==> src/rtl/fxp_requant_pkg.sv <==
package fxp_requant_pkg;

    // quantization rule selects
    localparam logic [2:0] QM_FLOOR     = 3'd0;
    localparam logic [2:0] QM_TO_ZERO   = 3'd1;
    localparam logic [2:0] QM_HALF_UP   = 3'd2;
    localparam logic [2:0] QM_HALF_ZERO = 3'd3;
    localparam logic [2:0] QM_HALF_DOWN = 3'd4;
    localparam logic [2:0] QM_HALF_AWAY = 3'd5;
    localparam logic [2:0] QM_HALF_EVEN = 3'd6;

    // overflow rule selects
    localparam logic [2:0] OM_WRAP       = 3'd0;
    localparam logic [2:0] OM_CLAMP      = 3'd1;
    localparam logic [2:0] OM_CLAMP_ZERO = 3'd2;
    localparam logic [2:0] OM_CLAMP_SYM  = 3'd3;
    localparam logic [2:0] OM_WRAP_SM    = 3'd4;

    // mask with the top 'count' bits of a 'width'-bit field set
    function automatic logic [63:0] top_ones(int width, int count);
        logic [63:0] m;
        m = '0;
        for (int i = 0; i < 64; i++) begin
            if (i < width && i >= width - count) m[i] = 1'b1;
        end
        return m;
    endfunction

endpackage

==> src/rtl/fxp_align_round.sv <==
module fxp_align_round
    import fxp_requant_pkg::*;
#(
    parameter int IN_W      = 24,
    parameter bit IN_SIGNED = 1'b1,
    parameter int SHIFT     = 4,
    parameter int QW        = 30
) (
    input  logic [IN_W-1:0]       in_data,
    input  logic [2:0]            q_mode,
    output logic signed [QW-1:0]  q_val
);

    localparam int EW   = IN_W + 1;
    localparam int PADW = QW - EW;

    logic signed [EW-1:0] ext_s;
    logic signed [QW-1:0] base;
    logic                 half_bit;
    logic                 tail_nz;
    logic                 neg;
    logic                 bump;

    // one extra top bit makes signed and unsigned inputs uniform
    assign ext_s = {(IN_SIGNED && in_data[IN_W-1]), in_data};

    generate
        if (SHIFT > 0) begin : g_drop
            logic signed [EW-1:0] fl_e;
            assign fl_e     = ext_s >>> SHIFT;
            assign base     = {{PADW{fl_e[EW-1]}}, fl_e};
            assign half_bit = ext_s[SHIFT-1];
            if (SHIFT > 1) begin : g_tail
                assign tail_nz = |ext_s[SHIFT-2:0];
            end else begin : g_notail
                assign tail_nz = 1'b0;
            end
        end else begin : g_keep
            assign base     = {{PADW{ext_s[EW-1]}}, ext_s} <<< (-SHIFT);
            assign half_bit = 1'b0;
            assign tail_nz  = 1'b0;
        end
    endgenerate

    always_comb begin
        neg = ext_s[EW-1];
        unique case (q_mode)
            QM_TO_ZERO:   bump = neg & (half_bit | tail_nz);
            QM_HALF_UP:   bump = half_bit;
            QM_HALF_ZERO: bump = half_bit & (tail_nz | neg);
            QM_HALF_DOWN: bump = half_bit & tail_nz;
            QM_HALF_AWAY: bump = half_bit & (tail_nz | ~neg);
            QM_HALF_EVEN: bump = half_bit & (tail_nz | base[0]);
            default:      bump = 1'b0;
        endcase
        q_val = base + {{(QW-1){1'b0}}, bump};
    end

endmodule

==> src/rtl/fxp_range_fix.sv <==
module fxp_range_fix
    import fxp_requant_pkg::*;
#(
    parameter int OUT_W      = 18,
    parameter bit OUT_SIGNED = 1'b1,
    parameter int SAT_BITS   = 0,
    parameter int QW         = 30
) (
    input  logic signed [QW-1:0] q_val,
    input  logic [2:0]           o_mode,
    output logic [OUT_W-1:0]     res
);

    localparam logic signed [63:0] HI = OUT_SIGNED ? (64'sd1 <<< (OUT_W-1)) - 64'sd1
                                                   : (64'sd1 <<< OUT_W) - 64'sd1;
    localparam logic signed [63:0] LO = OUT_SIGNED ? -(64'sd1 <<< (OUT_W-1)) : 64'sd0;
    localparam logic signed [63:0] SYM = OUT_SIGNED ? -HI : LO;
    localparam logic [63:0] WMASK64 = top_ones(OUT_W, SAT_BITS);
    localparam logic [63:0] MMASK64 = top_ones(OUT_W-1, (SAT_BITS > 1) ? SAT_BITS-1 : 0);

    localparam logic [OUT_W-1:0] SATMSK   = WMASK64[OUT_W-1:0];
    localparam logic [OUT_W-2:0] MAGMSK   = MMASK64[OUT_W-2:0];
    localparam logic [OUT_W-1:0] SIGNBIT  = {1'b1, {(OUT_W-1){1'b0}}};
    localparam logic [OUT_W-1:0] HI_CODE  = HI[OUT_W-1:0];
    localparam logic [OUT_W-1:0] LO_CODE  = LO[OUT_W-1:0];
    localparam logic [OUT_W-1:0] SYM_CODE = SYM[OUT_W-1:0];

    logic signed [63:0]  q64;
    logic                neg;
    logic                ovf_hi;
    logic                ovf_lo;
    logic                ovf;
    logic [OUT_W-1:0]    wl;
    logic [OUT_W-1:0]    wrap_n;
    logic [OUT_W-1:0]    pin;
    logic [OUT_W-2:0]    mag_raw;
    logic [OUT_W-2:0]    mag;
    logic [OUT_W-1:0]    sm;

    always_comb begin
        q64    = {{(64-QW){q_val[QW-1]}}, q_val};
        neg    = q_val[QW-1];
        ovf_hi = q64 > HI;
        ovf_lo = q64 < LO;
        ovf    = ovf_hi | ovf_lo;
        wl     = q64[OUT_W-1:0];

        // wrap with pinned top bits
        if (OUT_SIGNED) pin = ovf_hi ? (SATMSK & ~SIGNBIT) : SIGNBIT;
        else            pin = ovf_hi ? SATMSK : '0;
        if (SAT_BITS > 0 && ovf) wrap_n = (wl & ~SATMSK) | pin;
        else                     wrap_n = wl;

        // sign-magnitude wrap
        mag_raw = neg ? (~q64[OUT_W-2:0] + 1'b1) : q64[OUT_W-2:0];
        mag     = mag_raw | MAGMSK;
        sm      = neg ? (~{1'b0, mag} + 1'b1) : {1'b0, mag};

        res = wl;
        if (ovf) begin
            unique case (o_mode)
                OM_CLAMP:      res = ovf_hi ? HI_CODE : LO_CODE;
                OM_CLAMP_ZERO: res = '0;
                OM_CLAMP_SYM:  res = ovf_hi ? HI_CODE : SYM_CODE;
                OM_WRAP_SM:    res = OUT_SIGNED ? sm : wrap_n;
                default:       res = wrap_n;
            endcase
        end
    end

endmodule

==> src/rtl/fxp_requant.sv <==
module fxp_requant
    import fxp_requant_pkg::*;
#(
    parameter int IN_W       = 24,
    parameter int IN_I       = 8,
    parameter bit IN_SIGNED  = 1'b1,
    parameter int OUT_W      = 18,
    parameter int OUT_I      = 6,
    parameter bit OUT_SIGNED = 1'b1,
    parameter int SAT_BITS   = 0
) (
    input  logic             clk,
    input  logic             rst,
    input  logic             in_valid,
    input  logic [IN_W-1:0]  in_data,
    input  logic [2:0]       q_mode,
    input  logic [2:0]       o_mode,
    output logic             out_valid,
    output logic [OUT_W-1:0] out_data
);

    localparam int IN_F      = IN_W - IN_I;
    localparam int OUT_F     = OUT_W - OUT_I;
    localparam int SHIFT     = IN_F - OUT_F;
    localparam int ABS_SHIFT = (SHIFT < 0) ? -SHIFT : SHIFT;
    localparam int QW        = IN_W + 2 + ABS_SHIFT;

    typedef struct packed {
        logic             vld;
        logic [OUT_W-1:0] dat;
    } stage_t;

    stage_t               st_d;
    stage_t               st_q;
    logic signed [QW-1:0] q_val;
    logic [OUT_W-1:0]     fixed_val;

    fxp_align_round #(
        .IN_W      (IN_W),
        .IN_SIGNED (IN_SIGNED),
        .SHIFT     (SHIFT),
        .QW        (QW)
    ) u_align (
        .in_data (in_data),
        .q_mode  (q_mode),
        .q_val   (q_val)
    );

    fxp_range_fix #(
        .OUT_W      (OUT_W),
        .OUT_SIGNED (OUT_SIGNED),
        .SAT_BITS   (SAT_BITS),
        .QW         (QW)
    ) u_range (
        .q_val  (q_val),
        .o_mode (o_mode),
        .res    (fixed_val)
    );

    always_comb begin
        st_d     = st_q;
        st_d.vld = in_valid;
        if (in_valid) st_d.dat = fixed_val;
    end

    always_ff @(posedge clk) begin
        if (rst) st_q <= '0;
        else     st_q <= st_d;
    end

    assign out_valid = st_q.vld;
    assign out_data  = st_q.dat;

endmodule

==> config.mk <==
export PLATFORM = sky130hd
export DESIGN_NAME = fxp_requant
export DESIGN_NICKNAME = d
export VERILOG_FILES = /design/src/rtl/fxp_requant_pkg.sv /design/src/rtl/fxp_align_round.sv /design/src/rtl/fxp_range_fix.sv /design/src/rtl/fxp_requant.sv
export SDC_FILE = /design/constraint.sdc
export NUM_CORES = 1
export LEC_CHECK = 0
export BUFFER_PORTS_ARGS = -buffer_cell sky130_fd_sc_hd__buf_2
export CAP_MARGIN = 10
export CORE_UTILIZATION = 47
export CTS_CLUSTER_SIZE = 20
export DETAILED_ROUTE_END_ITERATION = 12
export PLACE_DENSITY_LB_ADDON = 0.3
export SETUP_SLACK_MARGIN = 0.05
export SLEW_MARGIN = 20
export SYNTH_ARGS = -nofsm -noshare
export SYNTH_HDL_FRONTEND = slang
export SYNTH_SLANG_ARGS = --single-unit
==> constraint.sdc <==
create_clock -name clk -period 5.8 [get_ports clk]
set_input_delay 1.16 -clock clk [delete_from_list [all_inputs] [get_ports clk]]
set_output_delay 1.16 -clock clk [all_outputs]
set_load 0.05 [all_outputs]
==> summary.md <==
| Metric | Value |
|---|---|
| Status | `complete, no violations` |
| # rows | `27` |
| P&R area growth vs syn | `16.10%` |
| Hold_sp | `out_data[5]$_SDFFE_PP0P_` |
| Dominant cells by area after synthesis | `dfxtp_1 (14%), xnor2_1 (8.0%), a21oi_1 (4.6%)` |
| Postcts setup bufs | `0` |
| Ratio of cells with drive above 1 in the final layout | `0.2347` |
| Post-route ant nets | `0` |
| Clk buf depth | `2` |
| Die Footprint | `6145 um2` |
| Clock root cell | `clkbuf_8` |
| Cts bufs inserted | `3` |
| Total core area | `5574 um2` |
| WS Path Type | `in -> reg` |
| R2R Path Start | `out_data[9]$_SDFFE_PP0P_` |
| Synth Warn # | `0` |
| RD Place Congestion | `0.9378` |
| Leading area contributor after synthesis | `dfxtp_1` |
| Final #Nets | `464` |
| Wire per inst | `15.63 um` |
| Hold Vio Cnt, Final | `0` |
| Dpl cells | `494` |
| Synth Register Bits | `19` |
| PwrDens | `152.7 nW/um2` |
| Starting Density | `0.4920` |
| Max cap viols | `0` |
| Clk pin slew, worst setup/hold paths | `0.07 ns` |
| Hold Buf Count CTS | `0` |
| Post_cts resized | `0` |
| RR Endpoint | `out_data[9]$_SDFFE_PP0P_` |
| Worst EP required | `5.97 ns` |
| Min Tclk post-route | `5.454 ns` |
| RSZ-0062 raised after global routing | `no` |
| Sequential fraction of the synthesis area | `0.1387` |
| Drt total wl | `7783 um` |
| GRT Total Usage | `0.2621` |
| Critical path arrival | `5.62 ns` |
| H-tree depth | `1` |
| Leakage | `1.226 nW` |
| Max Transition Viols Final | `0` |
| Initial antenna violation count | `0` |
| Crit. End Element | `flop` |
| I/O pin count | `52` |
| Cell Area, Synth | `2743 um2` |
| Global-route wire length before repair | `13160 um` |
| WHS Endpoint | `out_data[5]$_SDFFE_PP0P_` |
| DR vias | `3153` |
| Vias in the first global route | `2765` |
| Min-delay worst type | `reg -> reg` |
| Post-detail-place hpwl | `6206 um` |
| Syn_area_per_cell | `7.393 um2` |
| Ys async rst share | `0` |
| Final Instance Count excl. Fillers | `498` |
| I/O Buffers | `51` |
| Diode count | `0` |
| Gr ovfl total | `0` |
| Max_slew headroom | `0.5900` |
| Clock tree sinks | `19` |
| # setup viols final | `0` |
| Fillers | `549` |
| CP Launch Type | `input port` |
| Clock latency on the worst-skew pair | `0.25 ns` |
| Die width | `78.39 um` |
| DR vias/cell | `6.331` |
| Syn Nets | `408` |
| Main synth FF type | `dfxtp_1` |
| DR iter-0 viols | `236` |
| Synth Instances | `371` |
| Drt drc | `0` |
| FF-to-FF path depth | `2` |
| FF-to-FF setup slack | `5.05 ns` |
| Hold Path Depth | `1` |
| DRT Pass-1 Iters | `4` |
| Die height | `78.39 um` |
| Fmax | `183.4 MHz` |
| Worst Tran Pin Value | `0.6150 ns` |
| Unique masters post-synth | `76` |
| VDD IR max | `134.4 uV` |
| Largest net degree at the start of global routing | `18` |
| Final worst-path cycle share | `0.9403` |
| Post-synth top area share | `0.1387` |
| EDFF count, synth | `0` |
| CTS tree | `built` |
| Setup TNS | `0 ns` |
| Setup Skew | `0 ns` |
| Max Fanout on Critical Path | `16` |
==> routing by layer <==
| layer | up-vias | GRT usage | part of all wire |
|---|---|---|---|
| li1 | 1548 | - | - |
| met2 | 116 | 0.4430 | 0.47 |
| met3 | 14 | 0.04186 | 0.057 |
| met5 | - | 0 | 0 |
| met4 | 0 | 0.04444 | 0.015 |
| met1 | 1475 | 0.3536 | 0.45 |
==> stage by stage <==
stage / utilization / hold WS [ns] / area (um2) / power, mW / worst slack [ns]
global route: 0.5713 / 0.4774 / 3184 / 0.5171 / 0.06837
global placement: 0.5632 / 0.4399 / 3139 / 0.3943 / 0.2068
finish: 0.5713 / 0.4470 / 3184 / 0.4863 / 0.3463
floorplan: - / 0.6717 / 2743 / 0.3307 / 0.3133
detailed placement: 0.5632 / 0.4337 / 3139 / 0.3963 / 0.08581
CTS: 0.5713 / 0.4491 / 3184 / 0.4851 / 0.3707
==> worst max-delay path by stage <==
stage | cells after the start | from | slack (ns) | end
after CTS | 17 | in_data[1] | 0.37 | out_data[17]$_SDFFE_PP0P_
after detailed placement | 17 | in_data[1] | 0.09 | out_data[17]$_SDFFE_PP0P_
after global placement | 18 | in_data[1] | 0.21 | out_data[14]$_SDFFE_PP0P_
final | 17 | in_data[1] | 0.35 | out_data[17]$_SDFFE_PP0P_
after floorplan | 19 | in_data[1] | 0.31 | out_data[15]$_SDFFE_PP0P_
after global routing | 20 | in_data[23] | 0.07 | out_data[17]$_SDFFE_PP0P_
==> cells in the final DEF (no fill, tap or decap), types with 4 or more instances in the layout <==
cell / Yosys / final
ha_1: 4 / 4
nand2b_1: 4 / 4
or2_2: 4 / 4
nor4_1: 6 / 6
nor2_1: 24 / 24
nand4_1: 9 / 9
nand3_1: 16 / 16
mux2i_1: 5 / 5
o21ai_0: 18 / 18
a221oi_1: 5 / 5
o22ai_1: 4 / 4
a211oi_1: 8 / 8
xor2_1: 11 / 11
nand2_1: 29 / 29
and4_1: 4 / 4
o31ai_1: 8 / 8
dfxtp_1: 19 / 19
buf_2: 7 / 51
o21ai_1: 5 / 5
nor3_1: 12 / 12
a21o_1: 8 / 8
inv_1: 13 / 13
buf_4: 1 / 23
o211ai_1: 5 / 5
a21oi_1: 25 / 25
xnor2_1: 25 / 25
a31oi_1: 4 / 4
o31a_1: 4 / 4
==> synthesized netlist by cell type (3+ instances only) <==
library cell	count
a31oi_1	4
a21o_1	8
nor4_2	3
clkbuf_1	10
a21oi_1	25
inv_1	13
o31ai_1	8
buf_6	3
or3_1	3
a221oi_1	5
and3_1	3
a311oi_1	3
a221o_1	3
nand4_1	9
o22ai_1	4
and2_1	3
o21ai_1	5
xor2_1	11
ha_1	4
o31a_1	4
nand2b_1	4
o21ai_0	18
nor4_1	6
nand2_1	29
dfxtp_1	19
buf_2	7
and4_1	4
or2_2	4
nand3_1	16
a32o_1	3
o211ai_1	5
nor2_1	24
mux2i_1	5
xnor2_1	25
nor3_1	12
a211oi_1	8
==> flip-flops by register name, summed over array words and instances (netlist names) <==
signal,flops
out_valid,1
out_data,18
==> cells by family (layout without fill, tap and decap cells) <==
| logic type | after synthesis | count (layout) | synth area share |
|---|---|---|---|
| multiplexers | 5 | 5 | 0.01825 |
| AND/OR/NAND/NOR | 142 | 142 | 0.3066 |
| AO/OA/AOI/OAI | 127 | 127 | 0.3339 |
| flip-flops | 19 | 19 | 0.1387 |
| adder cells (fa/ha/maj) | 4 | 4 | 0.01825 |
| XOR/XNOR | 37 | 37 | 0.1209 |
| buffers and inverters | 37 | 92 | 0.06341 |
==> worst max-delay path, cell delays in order <==
cell and delay (ns):
buf_2 0.09, or3_1 0.39, o211ai_1 0.18, a21oi_1 0.08
a21oi_1 0.12, nand2_1 0.07, ha_1 0.19, ha_1 0.29
ha_1 0.19, nand4b_1 0.15, or4b_1 0.48, or4_1 0.47
or4b_1 0.72, a21oi_4 0.30, nand2_4 0.16, a311o_1 0.33
a311oi_1 0.24
==> power breakdown <==
group	switching, mW	total (mW)	internal (mW)
Sequential	0.00550	0.147	0.142
Combinational	0.162	0.249	0.0875
Clock	0.0412	0.0899	0.0487
Total	0.208	0.486	0.278
==> layout make-up <==
| class | instances | area (um2) | area share |
|---|---|---|---|
| Clock buffer | 4 | 45.04 | 0.01415 |
| Inverter | 14 | 52.55 | 0.01650 |
| Multi-Input combinational cell | 315 | 2188 | 0.6872 |
| Sequential cell | 19 | 380.4 | 0.1195 |
| Tap cell | 72 | 90.09 | 0.02829 |
| Timing Repair Buffer | 74 | 427.9 | 0.1344 |
(Power assumes the default switching activity.)
